**config.mk**
```make
export PLATFORM = sky130hd
export DESIGN_NAME = hs_i2c_target
export DESIGN_NICKNAME = d
export VERILOG_FILES = /design/src/rtl/hs_i2c_pkg.sv /design/src/rtl/hs_i2c_sync.sv /design/src/rtl/hs_i2c_events.sv /design/src/rtl/hs_i2c_target.sv
export SDC_FILE = /design/constraint.sdc
export NUM_CORES = 1
export LEC_CHECK = 0
export ABC_AREA = 1
export ABC_CLOCK_PERIOD_IN_PS = 2300
export BUFFER_PORTS_ARGS = -buffer_cell sky130_fd_sc_hd__buf_2
export CORE_UTILIZATION = 50
export CTS_CLUSTER_SIZE = 14
export DETAILED_ROUTE_END_ITERATION = 8
export MAX_ROUTING_LAYER = met4
export PLACE_DENSITY = 0.76
export SLEW_MARGIN = 5
export SYNTH_ARGS = -nofsm -noshare
export SYNTH_HDL_FRONTEND = slang
export SYNTH_SLANG_ARGS = --single-unit
```
**constraint.sdc**
```tcl
create_clock -name clk_i -period 2.3 [get_ports clk_i]
set_input_delay 0.46 -clock clk_i [delete_from_list [all_inputs] [get_ports clk_i]]
set_output_delay 0.46 -clock clk_i [all_outputs]
set_load 0.05 [all_outputs]
```
**src/rtl/hs_i2c_pkg.sv**
```systemverilog
package hs_i2c_pkg;
  localparam int BYTE_W     = 8;
  localparam int SEL_W      = 5;
  localparam int CMD_W      = 5;
  localparam int CMD_LSB    = 1;
  localparam logic [1:0] ADDR_PREFIX = 2'b01;

  typedef enum logic [2:0] {
    ST_IDLE, ST_ADDR, ST_AACK, ST_WDAT, ST_WACK, ST_RDAT, ST_RACK, ST_SKIP
  } state_t;
endpackage

```
**src/rtl/hs_i2c_sync.sv**
```systemverilog
module hs_i2c_sync #(
  parameter int WIDTH = 2,
  parameter int STAGES = 2,
  parameter logic [WIDTH-1:0] RST_VAL = '1
) (
  input  logic             clk_i,
  input  logic             rst_ni,
  input  logic [WIDTH-1:0] d_i,
  output logic [WIDTH-1:0] q_o
);
  logic [WIDTH-1:0] pipe_q [STAGES];

  for (genvar g = 0; g < STAGES; g++) begin : g_stage
    always_ff @(posedge clk_i or negedge rst_ni) begin
      if (!rst_ni) pipe_q[g] <= RST_VAL;
      else if (g == 0) pipe_q[g] <= d_i;
      else pipe_q[g] <= pipe_q[(g == 0) ? 0 : g-1];
    end
  end

  assign q_o = pipe_q[STAGES-1];
endmodule

```
**src/rtl/hs_i2c_events.sv**
```systemverilog
module hs_i2c_events (
  input  logic clk_i,
  input  logic rst_ni,
  input  logic scl_s_i,
  input  logic sda_s_i,
  output logic start_o,
  output logic stop_o,
  output logic rise_o,
  output logic fall_o
);
  logic scl_q, sda_q;

  always_ff @(posedge clk_i or negedge rst_ni) begin
    if (!rst_ni) begin
      scl_q <= 1'b1;
      sda_q <= 1'b1;
    end else begin
      scl_q <= scl_s_i;
      sda_q <= sda_s_i;
    end
  end

  // SDA edge while SCL stays high
  assign start_o = scl_q & scl_s_i & sda_q & ~sda_s_i;
  assign stop_o  = scl_q & scl_s_i & ~sda_q & sda_s_i;
  assign rise_o  = ~scl_q & scl_s_i;
  assign fall_o  = scl_q & ~scl_s_i;
endmodule

```
**src/rtl/hs_i2c_target.sv**
```systemverilog
module hs_i2c_target
  import hs_i2c_pkg::*;
#(
  parameter int SYNC_STAGES = 2
) (
  input  logic             clk_i,
  input  logic             rst_ni,
  input  logic             scl_i,
  input  logic             sda_i,
  output logic             sda_oe_o,
  input  logic [SEL_W-1:0] addr_sel_i,
  output logic [CMD_W-1:0] cmd_o,
  input  logic             present_b_i,
  input  logic             present_a_i,
  input  logic             pgood_i,
  input  logic             lreset_i,
  input  logic             reset_in_i,
  input  logic [1:0]       fcode_i,
  input  logic             fault_i
);
  localparam int CNT_W = $clog2(BYTE_W + 1);
  localparam logic [CNT_W-1:0] CNT_FULL = CNT_W'(BYTE_W);
  localparam logic [CNT_W-1:0] CNT_LAST = CNT_W'(BYTE_W - 1);

  logic scl_s, sda_s;
  logic ev_start, ev_stop, scl_rise, scl_fall;

  hs_i2c_sync #(.WIDTH(2), .STAGES(SYNC_STAGES), .RST_VAL(2'b11)) u_sync (
    .clk_i (clk_i),
    .rst_ni(rst_ni),
    .d_i   ({scl_i, sda_i}),
    .q_o   ({scl_s, sda_s})
  );

  hs_i2c_events u_events (
    .clk_i  (clk_i),
    .rst_ni (rst_ni),
    .scl_s_i(scl_s),
    .sda_s_i(sda_s),
    .start_o(ev_start),
    .stop_o (ev_stop),
    .rise_o (scl_rise),
    .fall_o (scl_fall)
  );

  state_t             state_q;
  logic [CNT_W-1:0]   cnt_q;
  logic [BYTE_W-1:0]  rx_q, tx_q;
  logic               rw_q, sda_oe_q;
  logic [CMD_W-1:0]   cmd_q;
  logic [BYTE_W-1:0]  status_w;
  logic               addr_hit;

  assign status_w = {present_b_i, present_a_i, pgood_i, lreset_i,
                     reset_in_i, fcode_i, fault_i};
  assign addr_hit = (rx_q[BYTE_W-1:1] == {ADDR_PREFIX, addr_sel_i});

  always_ff @(posedge clk_i or negedge rst_ni) begin
    if (!rst_ni) begin
      state_q  <= ST_IDLE;
      cnt_q    <= '0;
      rx_q     <= '0;
      tx_q     <= '0;
      rw_q     <= 1'b0;
      sda_oe_q <= 1'b0;
      cmd_q    <= '0;
    end else if (ev_stop) begin
      state_q  <= ST_IDLE;
      sda_oe_q <= 1'b0;
    end else if (ev_start) begin
      state_q  <= ST_ADDR;
      cnt_q    <= '0;
      sda_oe_q <= 1'b0;
    end else begin
      unique case (state_q)
        ST_ADDR: begin
          if (scl_rise) begin
            rx_q  <= {rx_q[BYTE_W-2:0], sda_s};
            cnt_q <= cnt_q + CNT_W'(1);
          end else if (scl_fall && cnt_q == CNT_FULL) begin
            if (addr_hit) begin
              state_q  <= ST_AACK;
              sda_oe_q <= 1'b1;
              rw_q     <= rx_q[0];
            end else begin
              state_q  <= ST_SKIP;
            end
          end
        end
        ST_AACK: begin
          if (scl_fall) begin
            cnt_q <= '0;
            if (rw_q) begin
              tx_q     <= status_w;  // snapshot held for the whole byte
              sda_oe_q <= ~status_w[BYTE_W-1];
              state_q  <= ST_RDAT;
            end else begin
              sda_oe_q <= 1'b0;
              state_q  <= ST_WDAT;
            end
          end
        end
        ST_WDAT: begin
          if (scl_rise) begin
            rx_q  <= {rx_q[BYTE_W-2:0], sda_s};
            cnt_q <= cnt_q + CNT_W'(1);
          end else if (scl_fall && cnt_q == CNT_FULL) begin
            state_q  <= ST_WACK;
            sda_oe_q <= 1'b1;
          end
        end
        ST_WACK: begin
          if (scl_fall) begin
            cmd_q    <= rx_q[CMD_LSB +: CMD_W];
            sda_oe_q <= 1'b0;
            state_q  <= ST_SKIP;
          end
        end
        ST_RDAT: begin
          if (scl_fall) begin
            if (cnt_q == CNT_LAST) begin
              sda_oe_q <= 1'b0;
              state_q  <= ST_RACK;
            end else begin
              tx_q     <= {tx_q[BYTE_W-2:0], 1'b0};
              sda_oe_q <= ~tx_q[BYTE_W-2];
              cnt_q    <= cnt_q + CNT_W'(1);
            end
          end
        end
        ST_RACK: begin
          if (scl_fall) state_q <= ST_SKIP;
        end
        default: ;
      endcase
    end
  end

  assign sda_oe_o = sda_oe_q;
  assign cmd_o    = cmd_q;

  p_reset_state_r7: assert property (@(posedge clk_i)
    $rose(rst_ni) |-> (cmd_q == '0) && !sda_oe_q);

  p_addr_ack_r1: assert property (@(posedge clk_i) disable iff (!rst_ni)
    (state_q == ST_AACK) |-> sda_oe_q);

  p_skip_quiet_r2: assert property (@(posedge clk_i) disable iff (!rst_ni)
    (state_q == ST_SKIP) |-> !sda_oe_q);

  p_cmd_hold_r4: assert property (@(posedge clk_i) disable iff (!rst_ni)
    !(state_q == ST_WACK && scl_fall) |=> $stable(cmd_q));

  p_snapshot_r6: assert property (@(posedge clk_i) disable iff (!rst_ni)
    (state_q == ST_RDAT && !scl_fall) |=> $stable(tx_q));

  p_stop_idle_r8: assert property (@(posedge clk_i) disable iff (!rst_ni)
    ev_stop |=> (state_q == ST_IDLE) && !sda_oe_q);

  p_rd_release_r9: assert property (@(posedge clk_i) disable iff (!rst_ni)
    (state_q == ST_RACK) |-> !sda_oe_q);

  p_restart_r10: assert property (@(posedge clk_i) disable iff (!rst_ni)
    (ev_start && !ev_stop) |=> (state_q == ST_ADDR) && (cnt_q == '0));
endmodule

```
# [Yosys cells after proc, flatten, opt, wreduce, memory -nomap -nowiden]
# Cells that the tools add are included.
[word_totals] out_inout_bits=6 wordCells=106 reg_bits=35
[classes] eq_ne=27 n_addsub=1 bitwise_logic=16 mux=37 reduce_logical=14
[op_table] cell="3-bit two-way mux" n=12
[op_table] cell="4-bit != test, second input constant" n=9
[op_table] cell="7-bit two-way mux" n=4
[op_table] cell="4-bit two-way mux" n=5
[op_table] cell="9-bit AND reduction" n=2
[op_table] cell="3-bit case mux with 5 select lines" n=1
[op_table] cell="7-bit case mux with 2 select lines" n=1
[op_table] cell="7-bit nonzero test" n=2
[op_table] cell="1-bit two-way mux" n=12
[op_table] cell="4-bit case mux with 3 select lines" n=1
[op_table] cell="6-bit AND reduction" n=2
[op_table] cell="3-bit equality test, second input constant" n=3
[op_table] cell="3-bit != test, second input constant" n=3
[op_table] cell="1-bit NOT" n=9
[op_table] cell="2-bit != test, second input constant" n=4
[op_table] cell="4-bit AND reduction" n=2
[op_table] cell="1-bit AND" n=7
[op_table] cell="7-bit by 6-bit equality test with 1-bit output" n=1
[op_table] cell="7-bit AND reduction" n=1
[op_table] cell="3-bit by 2-bit equality test with 1-bit output, second input constant" n=2
[op_table] cell="1-bit case mux with 5 select lines" n=1
[op_table] cell="4-bit by 1-bit adder with 4-bit output, second input constant" n=1
[op_table] cell="4-bit by 3-bit equality test with 1-bit output, second input constant" n=1
[op_table] cell="4-bit equality test, second input constant" n=1
[op_table] cell="7 further kinds" n=8

# [Depth between registers and ports, before layout]
# Gate-level depths: netlist of run 1.
[logic_depth] depth_word=8 depth_mapped=12 ltp_nobuf=12

# [Hierarchy]
# From an unflattened synthesis of run 1, not the netlist that was laid out.
[unflattened] hier_cells=261 hier_area_um2=2009.4
[modules_own_cells] module="hs_i2c_target" instances=1 area_each_um2=1795.5 cells_each=242
[modules_own_cells] module="hs_i2c_sync" instances=1 area_each_um2=120.1 cells_each=6
[modules_own_cells] module="hs_i2c_events" instances=1 area_each_um2=93.8 cells_each=13

# [Least setup slack after synthesis of run 1]
# OpenSTA, ideal clock, no wires.
[synth_timing] kind="flip-flop to flip-flop" start="register u_sync.pipe_q (netlist bit u_sync.q_o[0])" end="register tx_q[6]" period_less_slack_ps=1423 stages_incl_launch_ff=9 t_arrival_ps=1300 path_slack_ps=877 path_buffers=1 t_required_ps=2176 setup_ps=124 cell_sequence="dfstp_2 > inv_1 > nand3_2 > nand2_1 > nor2_2 > nand2_1 > a21oi_4 > buf_6 > a21oi_1"
[synth_via] elab_chain_cells=4
[synth_lines] element="from (decl)" line="hs_i2c_sync.sv:11" source="logic [WIDTH-1:0] pipe_q [STAGES];"
[synth_lines] element="from (signal, indexed assignment)" line="hs_i2c_sync.sv:16" source="else if (g == 0) pipe_q[g] <= d_i;"
[synth_lines] element="from (signal, indexed assignment)" line="hs_i2c_sync.sv:17" source="else pipe_q[g] <= pipe_q[(g == 0) ? 0 : g-1];"
[synth_lines] element="1-bit NOT" line="hs_i2c_events.sv:24" source="assign start_o = scl_q & scl_s_i & sda_q & ~sda_s_i;"
[synth_lines] element="1-bit AND" line="hs_i2c_events.sv:24"
[synth_lines] element="1-bit NOT (no line)"
[synth_lines] element="7-bit AND reduction (no line) (*)"
[synth_lines] element="to (signal assigned)" line="hs_i2c_target.sv:94" source="tx_q <= status_w;"
[synth_lines] element="to (signal assigned)" line="hs_i2c_target.sv:125" source="tx_q <= {tx_q[BYTE_W-2:0], 1'b0};"
[synth_lines] element="to (decl)" line="hs_i2c_target.sv:48" source="logic [BYTE_W-1:0] rx_q, tx_q;"
# Every way passes the cells marked *; elsewhere a longest branch is shown, timed or not.
# A chain may end at the register's enable or synchronous reset.

# [Worst setup path in the final report of run 1]
# Ends and elaborated chain as after synthesis.

==> results of run 1 <==
-- registers in the layout (all words and copies together) (netlist names), 2 cells and up --
signal         cells
cmd_o              5
cnt_q              4
rx_q               8
state_q            3
tx_q               7
u_sync.pipe_q      2
u_sync.q_o         2
-- cells in the final DEF (no fill, tap or decap) --
master / count
nand3_1: 10
nor2_4: 1
o21ai_2: 3
dfstp_2: 6
o21ai_1: 8
clkbuf_4: 5
or2_0: 1
nor3_1: 1
buf_4: 1
inv_2: 3
clkbuf_1: 1
o21ai_0: 29
buf_2: 22
a21oi_1: 3
clkinvlp_4: 1
xor2_1: 3
nand3_2: 3
clkinv_2: 1
nand2_4: 1
dfrtp_1: 29
nand2_1: 72
nor2_1: 18
a21oi_4: 1
nor2_2: 2
ha_1: 2
inv_1: 31
nand2_2: 3
-- worst max path at each step --
stage | start | end | slack [ns] | cells past startpoint
floorplan | u_sync.q_o[0] | tx_q[6] | 0.88 | 8
global placement | u_sync.q_o[0] | tx_q[0] | 0.72 | 8
detailed placement | u_sync.q_o[0] | tx_q[0] | 0.60 | 8
CTS | u_sync.q_o[0] | tx_q[6] | 0.57 | 8
global route | u_sync.q_o[0] | tx_q[6] | 0.43 | 8
finish | u_sync.q_o[0] | tx_q[6] | 0.60 | 8
-- logic make-up after synthesis --
logic type | after synthesis | share of synthesized area (%)
fa+ha+maj | 2 | 1.379
buf+inv | 38 | 8.483
flops | 35 | 48.69
simple gates | 112 | 26.62
compound gates | 44 | 13.38
xor+xnor | 3 | 1.449
-- critical path, cell delays in order (launching register included) --
cell and delay, ns:
dfstp_2 0.55, inv_1 0.07, nand3_2 0.12, nand2_1 0.11, nor2_2 0.13, nand2_1 0.09
a21oi_4 0.35, nor2_1 0.09, a21oi_1 0.12
-- layout make-up --
type | count | area (µm²) | share of cell area [%]
Multi-Input combinational cell | 161 | 777.0 | 38.52
Timing Repair Buffer | 23 | 117.6 | 5.831
Tap cell | 46 | 57.56 | 2.854
Inverter | 34 | 127.6 | 6.328
Clock inverter | 2 | 12.51 | 0.6203
Sequential cell | 35 | 883.3 | 43.80
Clock buffer | 6 | 41.29 | 2.047
-- per-layer routing --
layer / vias up / global-route usage [%] / wire length [µm]
met5: - / - / 0
met4: 0 / 7.849 / 48
met3: 4 / 4.963 / 132
met2: 28 / 30.49 / 1436
met1: 668 / 26.51 / 1642
li1: 781 / - / -
-- metrics by stage --
| stage | power, W | std cells | util (%) | instance area (µm²) |
|---|---|---|---|---|
| after floorplan | 0.001818 | 234 | - | 1814 |
| after global placement | 0.002029 | 299 | 57.47 | 1963 |
| after detailed placement | 0.002050 | 299 | 57.47 | 1963 |
| after CTS | 0.002370 | 307 | 59.05 | 2017 |
| after global routing | 0.002596 | 307 | 59.05 | 2017 |
| final | 0.002351 | 307 | 59.05 | 2017 |
-- where the power goes --
group / switching [W] / total, W / internal [W] / leakage, nW
Sequential: 0.000142 / 0.000966 / 0.000823 / 0.429
Combinational: 0.000732 / 0.00107 / 0.000339 / 0.594
Clock: 0.000196 / 0.000314 / 0.000118 / 0.0282
Total: 0.00107 / 0.00235 / 0.00128 / 1.05
==> results.md, run 1 <==
| Quantity | Reported |
| --- | --- |
| Maximum clock frequency | 589.2 MHz |
| Category of the critical setup timing path | flip-flop to flip-flop |
| Net count of the finished layout | 279 |
| Library cell with the largest summed area after synthesis | dfrtp_1 |
| Number of detailed-route iterations in the first pass | 4 |
| Port Buffers | 22 |
| Effective utilization at floorplan | 53.11% |
| Setup TNS Final | 0 ns |
| Outcome | completed |
| Die span in x | 62.24 µm |
| PostCTS Resize Cnt | 0 |
| Antenna violations before repair | 0 |
| Clock latency reported for the late side of the worst-skew pair | 0.33 ns |
| Fraction of layout cells with a size suffix above 1 | 20.31% |
| Final setup fails | 0 |
| Clk pin slew, worst setup/hold paths | 0.11 ns |
| Count of fill cells added during filler insertion | 333 |
| Area share of the largest cell type after synthesis | 40.00% |
| Number of synthesis warnings | 0 |
| Number of maximum-capacitance violations | 0 |
| Cell Rows | 21 |
| DP Worst Slack | 0.6047 ns |
| Terminus of the critical flop-to-flop path | tx_q[6] |
| Number of I/O pins | 23 |
| Post-CTS Hold Buffers | 0 |
| Final-report max-slew violation count | 0 |
| Crit path arrival time | 1.96 ns |
| TritonCTS buffer count | 5 |
| Number of flops mapped to enable cells by yosys | 0 |
| Count of distinct cell types in the synthesized netlist | 24 |
| Number of clock sinks seen by CTS | 35 |
| Full die area | 0.003873 mm² |
| Static leakage power | 1.051 nW |
| Sequential cell area fraction in the yosys report | 48.69% |
| Std-Cell Core Area | 0.003416 mm² |
| Gr usage total | 20.28% |
| Post-route ant nets | 0 |
| Buffer cell driving the clock tree root | clkbuf_4 |
| Cell count after synthesis | 234 |
| Die boundary height | 62.24 µm |
| Total number of vias | 1,481 |
| Reg2reg setup slack | 0.60 ns |
| Placer's final routability congestion estimate | 0.9270 |
| Power per standard cell area | 1166 mW/mm² |
| CTS H-tree lvls | 2 |
| Estimated wirelength of the detail-placed design | 2.485 mm |
| Worst hold slack | 0.1792 ns |
| DRC errors left | 0 |
| #FFs+latches synth | 35 |
| Data required time of the worst path | 2.56 ns |
| Maximum number of pins on one net before global-route repair | 36 |
| Post-synthesis area per instance | 7.753 µm² |
| Worst hold path type | input port to asynchronous set/reset pin |
| Syn nets | 253 |
| Overflow left after global routing | 0 |
| Worst-case headroom to the max-slew limit | 50.85% |
| Setup repair after global routing missed its margin | no |
| Pin slew with the least headroom to its limit | 0.7373 ns |
| Crit Reg-Reg Startpoint | u_sync.q_o[0] |
| Detailed-route wire length | 3.260 mm |
| Number of antenna repair diodes | 0 |
| Syn-to-layout area delta | 11.17% |
| Clk_skew | 0.008283 ns |
| Endpoints failing hold | 0 |
| FFs w/ async S/R, synth | 100.0% |
| Most used flip-flop cell after synthesis | dfrtp_1 |
| Peak supply drop | 0.4770 mV |
| Cell count of the worst reg-to-reg path | 8 |
| Most repeated cell in the gate-level netlist after synthesis | nand2_1 |
| Syn Std Cell Area | 0.001814 mm² |
| Maximum net fanout on the critical path | 14 |
| Clock period minus worst slack | 1.697 ns |
| Critical Path End Type | flip-flop |
| Top cells by instance count after synthesis | nand2_1, inv_1, dfrtp_1, o21ai_0, nor2_1 |
| Crit start category | flip-flop |
| Number of vias per cell after detailed routing | 4.824 |
| Maximum count of clock buffers along a single path | 2 |
| Worst-case setup margin in the final layout | 0.6029 ns |
| CTS tree | built |
| Number of setup buffers added after CTS | 0 |
| Avg WL per Cell | 10.62 µm |
| Top cells by area, synth | dfrtp_1, nand2_1, dfstp_2 |
| Global-route wire length before repair | 5.844 mm |
| Number of global-route vias before repair | 1,360 |
| Share of the clock period used by the worst path | 73.79% |
| DRC violation total after the first TritonRoute iteration | 60 |
Power figures use the tool's default switching activity.
==> run 2, diff against run 1 <==
--- a/config.mk
+++ b/config.mk
@@ -6,13 +6,13 @@
 export NUM_CORES = 1
 export LEC_CHECK = 0
 export ABC_AREA = 1
-export ABC_CLOCK_PERIOD_IN_PS = 2300
+export ABC_CLOCK_PERIOD_IN_PS = 1500
 export BUFFER_PORTS_ARGS = -buffer_cell sky130_fd_sc_hd__buf_2
 export CORE_UTILIZATION = 50
 export CTS_CLUSTER_SIZE = 14
 export DETAILED_ROUTE_END_ITERATION = 8
 export MAX_ROUTING_LAYER = met4
-export PLACE_DENSITY = 0.76
+export PLACE_DENSITY = 0.79
 export SLEW_MARGIN = 5
 export SYNTH_ARGS = -nofsm -noshare
 export SYNTH_HDL_FRONTEND = slang
==> constraint.sdc (replaced) <==
create_clock -name clk_i -period 1.5 [get_ports clk_i]
set_input_delay 0.3 -clock clk_i [delete_from_list [all_inputs] [get_ports clk_i]]
set_output_delay 0.3 -clock clk_i [all_outputs]
set_load 0.05 [all_outputs]
==> results.md, run 2 (synthesized netlist as in run 1, its figures left out) <==
| Quantity | Reported | vs previous |
| --- | --- | --- |
| Outcome | finished with violations | was completed |
| Violations in the final reports | setup timing |  |
| Maximum number of pins on one net before global-route repair | 36 | unchanged |
| CTS H-tree lvls | 2 | unchanged |
| Leading cell types in the layout, fill and taps excluded | nand2_1, o21ai_0, inv_1, dfrtp_1, buf_2 | was nand2_1, inv_1, o21ai_0, dfrtp_1, buf_2 |
| Setup TNS Final | -0.008149 ns | was 0 ns |
| Clk_skew | 0.008020 ns | was 0.008283 ns |
| Worst hold slack | 0.05828 ns | was 0.1792 ns |
| Number of I/O pins | 23 | unchanged |
| Syn-to-layout area delta | 21.86% | was 11.17% |
| DRC errors left | 0 | unchanged |
| Total number of vias | 1,602 | was 1,481 |
| Avg WL per Cell | 11.13 µm | was 10.62 µm |
| Overflow left after global routing | 0 | unchanged |
| Final-report max-slew violation count | 0 | unchanged |
| Full die area | 0.003873 mm² | unchanged |
| Maximum net fanout on the critical path | 14 | unchanged |
| Buffer cell driving the clock tree root | clkbuf_4 | unchanged |
| Number of vias per cell after detailed routing | 5.022 | was 4.824 |
| Peak supply drop | 0.7918 mV | was 0.4770 mV |
| Critical Path End Type | flip-flop | unchanged |
| Clk pin slew, worst setup/hold paths | 0.10 ns | was 0.11 ns |
| Reg with most FFs | rx_q | unchanged |
| Gr usage total | 21.10% | was 20.28% |
| Share of the clock period used by the worst path | 100.5% | was 73.79% |
| Estimated wirelength of the detail-placed design | 2.498 mm | was 2.485 mm |
| Number of antenna repair diodes | 0 | unchanged |
| Worst-case headroom to the max-slew limit | 72.33% | was 50.85% |
| Effective utilization at floorplan | 53.11% | unchanged |
| Port Buffers | 22 | unchanged |
| Number of global-route vias before repair | 1,446 | was 1,360 |
| Number of clock sinks seen by CTS | 35 | unchanged |
| Data required time of the worst path | 1.72 ns | was 2.56 ns |
| Global-route wire length before repair | 6.134 mm | was 5.844 mm |
| Number of detailed-route iterations in the first pass | 4 | unchanged |
| Std-Cell Core Area | 0.003416 mm² | unchanged |
| CTS tree | built | unchanged |
| TritonCTS buffer count | 5 | unchanged |
| Worst path cell trace | nand2_1 > inv_2 > nand3_4 > nand2_4 > nor2_4 > nand2_2 > a21oi_4 > buf_12 > nor2_1 > a21oi_1 | was inv_1 > nand3_2 > nand2_1 > nor2_2 > nand2_1 > a21oi_4 > nor2_1 > a21oi_1 |
| Most common library cell in the layout ignoring fill and taps | nand2_1 | unchanged |
| Net count of the finished layout | 291 | was 279 |
| DP Worst Slack | -0.05333 ns | was 0.6047 ns |
| Static leakage power | 1.125 nW | was 1.051 nW |
| DRC violation total after the first TritonRoute iteration | 95 | was 60 |
| Fraction of layout cells with a size suffix above 1 | 30.77% | was 20.31% |
| Die span in x | 62.24 µm | unchanged |
| Flip-flop count of the largest register after layout | 8 | unchanged |
| Layout Utilization | 64.73% | was 59.05% |
| Cell type of the slowest stage on the worst timing path | dfstp_2 | unchanged |
| Cell Rows | 21 | unchanged |
| Maximum count of clock buffers along a single path | 2 | unchanged |
| Crit path arrival time | 1.73 ns | was 1.96 ns |
| Post-route ant nets | 0 | unchanged |
| Number of maximum-capacitance violations | 0 | unchanged |
| Setup repair after global routing missed its margin | yes | was no |
| Power Total | 0.004007 W | was 0.002351 W |
| Worst hold path type | input port to flip-flop | was input port to asynchronous set/reset pin |
| Category of the critical setup timing path | flip-flop to flip-flop | unchanged |
| Die boundary height | 62.24 µm | unchanged |
| Crit start category | flip-flop | unchanged |
| Final setup fails | 1 | was 0 |
| Placer's final routability congestion estimate | 0.9136 | was 0.9270 |
| Antenna violations before repair | 0 | unchanged |
| Detailed-route wire length | 3.551 mm | was 3.260 mm |
| Worst-case setup margin in the final layout | -0.008149 ns | was 0.6029 ns |
| Endpoints failing hold | 0 | unchanged |
| Kind of cell with the highest combined delay on the critical path | flip-flops | unchanged |
| Power per standard cell area | 1813 mW/mm² | was 1166 mW/mm² |
| CP Buf/Inv Count | 2 | was 1 |
| Pin slew with the least headroom to its limit | 0.4151 ns | was 0.7373 ns |
| Longest individual stage delay on the worst path | 0.57 ns | was 0.55 ns |
| Clock latency reported for the late side of the worst-skew pair | 0.33 ns | about the same |
| Count of fill cells added during filler insertion | 297 | was 333 |
| Clock period minus worst slack | 1.508 ns | was 1.697 ns |
| Maximum clock frequency | 663.1 MHz | was 589.2 MHz |
-- run 2: final cells by class --
class | count | area [µm²] | share of cell area (%)
multi-input combinational | 161 | 845.8 | 38.26
clock inverter | 1 | 7.507 | 0.3396
timing repair buffer | 35 | 222.7 | 10.07
clock buffer | 7 | 65.06 | 2.943
sequential | 35 | 884.6 | 40.01
inverter | 34 | 127.6 | 5.772
tap | 46 | 57.56 | 2.603
-- run 2: path summary, 6_finish.rpt --
kind,slack (ns),startpoint,endpoint,cells after the start
min in group asynchronous,0.51,rst_ni,cmd_o[4],3
max in group asynchronous,0.66,rst_ni,u_sync.pipe_q[2],3
hold reg to reg,0.36,u_sync.pipe_q[3],u_sync.q_o[1],0
setup reg to reg,-0.008,u_events.scl_q,tx_q[6],10
setup / recovery,-0.008,u_events.scl_q,tx_q[6],10
hold / removal,0.06,scl_i,u_sync.pipe_q[3],1
-- run 2: worst register-to-register path: cells and delay by family (launching register included) --
| family | cells | cell delay, ns |
|---|---|---|
| buffers and inverters | 2 | 0.24 |
| AOI/OAI and AO/OA | 2 | 0.09 |
| DFF | 1 | 0.57 |
| and+or+nand+nor | 6 | 0.51 |
-- run 2: layer usage --
layer | share of wire (%) | wire, µm | GRT usage [%]
met2 | 49 | 1733 | 32.14
met3 | 5.6 | 198 | 4.596
met1 | 44 | 1550 | 27.39
met4 | 1.9 | 68 | 8.721
met5 | 0 | 0 | -
-- run 2: stage by stage --
stage	instance area (µm²)	std cells
2_1_floorplan	1814	234
3_3_place_gp	2028	306
3_5_place_dp	2028	306
4_1_cts	2126	315
5_1_grt	2211	319
6_report	2211	319
-- run 2: power breakdown --
part           leakage (nW)  switching (W)  internal [W]
sequential            0.428       0.000214       0.00127
combinational         0.659        0.00127      0.000686
clock                0.0375       0.000299      0.000274
-- run 2: what timing repair did --
| item | CTS | global route |
|---|---|---|
| setup endpoints to repair | 8 | 17 |
| gates resized for setup | 5 | 18 |
| setup buffers | 0 | 4 |
| endpoints found under the hold margin | 29 | 0 |
| pin swaps | 0 | 3 |
| hold buffers | 1 | 0 |
==> run 3, diff against run 2 <==
--- a/config.mk
+++ b/config.mk
@@ -12,7 +12,7 @@
 export CTS_CLUSTER_SIZE = 14
 export DETAILED_ROUTE_END_ITERATION = 8
 export MAX_ROUTING_LAYER = met4
-export PLACE_DENSITY = 0.79
+export PLACE_DENSITY = 0.75
 export SLEW_MARGIN = 5
 export SYNTH_ARGS = -nofsm -noshare
 export SYNTH_HDL_FRONTEND = slang
==> results.md, run 3 (synthesized netlist as in run 1, its figures left out) <==
| Quantity | Reported | vs previous |
| --- | --- | --- |
| Kind of cell with the highest combined delay on the critical path | flip-flops | unchanged |
| Port Buffers | 22 | unchanged |
| Cell type of the slowest stage on the worst timing path | dfstp_2 | unchanged |
| Category of the critical setup timing path | flip-flop to flip-flop | unchanged |
| Fraction of layout cells with a size suffix above 1 | 36.07% | was 30.77% |
| Clock latency reported for the late side of the worst-skew pair | 0.35 ns | was 0.33 ns |
| Data required time of the worst path | 1.75 ns | was 1.72 ns |
| Sw power | 0.001865 W | was 0.001782 W |
| Number of clock sinks seen by CTS | 35 | unchanged |
| Number of I/O pins | 23 | unchanged |
| Peak supply drop | 1.006 mV | was 0.7918 mV |
| Overflow left after global routing | 0 | unchanged |
| Static leakage power | 1.190 nW | was 1.125 nW |
| Maximum count of clock buffers along a single path | 2 | unchanged |
| Total number of vias | 1,627 | was 1,602 |
| Clock network fraction of design power | 15.4% | was 14.3% |
| Clk pin slew, worst setup/hold paths | 0.11 ns | was 0.10 ns |
| Number of global-route vias before repair | 1,522 | was 1,446 |
| Crit Reg-Reg Startpoint | u_events.scl_q | unchanged |
| Critical Path End Type | flip-flop | unchanged |
| Share of the clock period used by the worst path | 100.6% | was 100.5% |
| Pin slew with the least headroom to its limit | 0.3334 ns | was 0.4151 ns |
| Post-route ant nets | 0 | unchanged |
| TritonCTS buffer count | 5 | unchanged |
| Avg WL per Cell | 12.07 µm | was 11.13 µm |
| Cell repeated most along the worst path | nand2_2 |  |
| Worst-case setup margin in the final layout | -0.008646 ns | was -0.008149 ns |
| Worst hold slack | 0.03517 ns | was 0.05828 ns |
| Power per standard cell area | 1805 mW/mm² | was 1813 mW/mm² |
| Violations in the final reports | setup timing | unchanged |
| Outcome | finished with violations | unchanged |
| Worst hold path type | input port to flip-flop | unchanged |
| Final-report max-slew violation count | 0 | unchanged |
| Reg with most FFs | rx_q | unchanged |
| Longest individual stage delay on the worst path | 0.57 ns | about the same |
| Maximum clock frequency | 662.8 MHz | was 663.1 MHz |
| Crit path arrival time | 1.76 ns | was 1.73 ns |
| Layout Utilization | 69.08% | was 64.73% |
| Standard cell area after detailed placement | 0.002041 mm² | was 0.002028 mm² |
| Buffer cell driving the clock tree root | clkbuf_4 | unchanged |
| Setup repair after global routing missed its margin | yes | unchanged |
| Number of maximum-capacitance violations | 0 | unchanged |
| Final cell area excluding filler cells | 0.002360 mm² | was 0.002211 mm² |
| Number of vias per cell after detailed routing | 4.991 | was 5.022 |
| Worst path cell trace | nand2_2 > inv_2 > nand3_4 > buf_6 > inv_4 > nor2_2 > nand2_2 > nand3_4 > nand2_2 > o21ai_1 | was nand2_1 > inv_2 > nand3_4 > nand2_4 > nor2_4 > nand2_2 > a21oi_4 > buf_12 > nor2_1 > a21oi_1 |
| Clock period minus worst slack | 1.509 ns | was 1.508 ns |
| Syn-to-layout area delta | 30.07% | was 21.86% |
| Clk_skew | 0.01670 ns | was 0.008020 ns |
| Std-Cell Core Area | 0.003416 mm² | unchanged |
| Cell Rows | 21 | unchanged |
| Number of detailed-route iterations in the first pass | 4 | unchanged |
| Placer's final routability congestion estimate | 0.9336 | was 0.9136 |
| CTS tree | built | unchanged |
| Estimated wirelength of the detail-placed design | 2.623 mm | was 2.498 mm |
| Net count of the finished layout | 298 | was 291 |
| Power Total | 0.004260 W | was 0.004007 W |
| Maximum number of pins on one net before global-route repair | 36 | unchanged |
| DRC errors left | 0 | unchanged |
| Detailed-route wire length | 3.934 mm | was 3.551 mm |
| Power Internal | 0.002394 W | was 0.002226 W |
| Crit start category | flip-flop | unchanged |
| Final setup fails | 1 | unchanged |
| Maximum net fanout on the critical path | 8 | was 14 |
| Switching share of total power | 43.79% | was 44.46% |
| Endpoints failing hold | 0 | unchanged |
| Combinational power share | 49.8% | was 48.8% |
| Die span in x | 62.24 µm | unchanged |
| CTS H-tree lvls | 2 | unchanged |
| Antenna violations before repair | 0 | unchanged |
| Effective utilization at floorplan | 53.11% | unchanged |
| Count of fill cells added during filler insertion | 288 | was 297 |
| Startpoint of the worst hold path | scl_i | unchanged |
| Source of the critical timing path | u_events.scl_q | unchanged |
| Die boundary height | 62.24 µm | unchanged |
| Leading cell types in the layout, fill and taps excluded | nand2_1, dfrtp_1, inv_1, o21ai_0, buf_2 | was nand2_1, o21ai_0, inv_1, dfrtp_1, buf_2 |
| Gr usage total | 22.05% | was 21.10% |
| DRC violation total after the first TritonRoute iteration | 105 | was 95 |
| Global-route wire length before repair | 6.465 mm | was 6.134 mm |
| CP Buf/Inv Count | 3 | was 2 |
| Full die area | 0.003873 mm² | unchanged |
| Worst-case headroom to the max-slew limit | 77.54% | was 72.33% |
| Flip-flop count of the largest register after layout | 8 | unchanged |
| DP Worst Slack | -0.03617 ns | was -0.05333 ns |
| Most common library cell in the layout ignoring fill and taps | nand2_1 | unchanged |
| Number of antenna repair diodes | 0 | unchanged |
| Sequential fraction of design power | 34.8% | was 36.9% |
run 3: area by class of cell:
class,count,area [µm²],share of cell area (%)
repair buffers,42,312.8,13.26
inverters,34,132.6,5.620
flip-flops and latches,35,884.6,37.49
clock buffers,7,45.04,1.909
multi-input cells,161,897.1,38.02
well taps,46,57.56,2.439
clock inverters,1,30.03,1.273
run 3: repair_timing:
item                                    4_1_cts  5_1_grt
gates cloned                                  1        0
buffers inserted                              2        8
hold endpoints to repair                     29        0
gates resized for setup                      12       35
endpoints found under the setup margin        5       19
hold buffers                                  1        0
pin swaps                                     6       12
run 3: through the flow:
stage	cells	setup TNS, ns
floorplan	234	0
global placement	306	0
detailed placement	306	-0.05372
CTS	318	-0.1488
global route	326	-0.7434
finish	326	-0.008646
run 3: final timing paths:
kind                       slack [ns]                to  cells past startpoint
min                              0.04  u_sync.pipe_q[3]                      1
max in group asynchronous        0.82     u_sync.q_o[1]                      3
min in group asynchronous        0.42           tx_q[4]                      3
max                            -0.009          cnt_q[3]                     10
max reg2reg                    -0.009          cnt_q[3]                     10
min reg2reg                      0.36     u_sync.q_o[0]                      0
run 3: power groups by stage:
stage / registers [W] / logic (W) / clock network (W)
CTS: 0.00147 / 0.00185 / 0.000678
floorplan: 0.00163 / 0.00115 / 0
global placement: 0.00147 / 0.00173 / 0
finish: 0.00148 / 0.00212 / 0.000657
global route: 0.00152 / 0.00238 / 0.000728
detailed placement: 0.00148 / 0.00175 / 0
run 3: routing by layer:
layer  GRT usage [%]  wire (µm)
met5               -          0
met4           10.17         77
met3           4.412        173
met2           34.89       1913
met1           27.25       1769
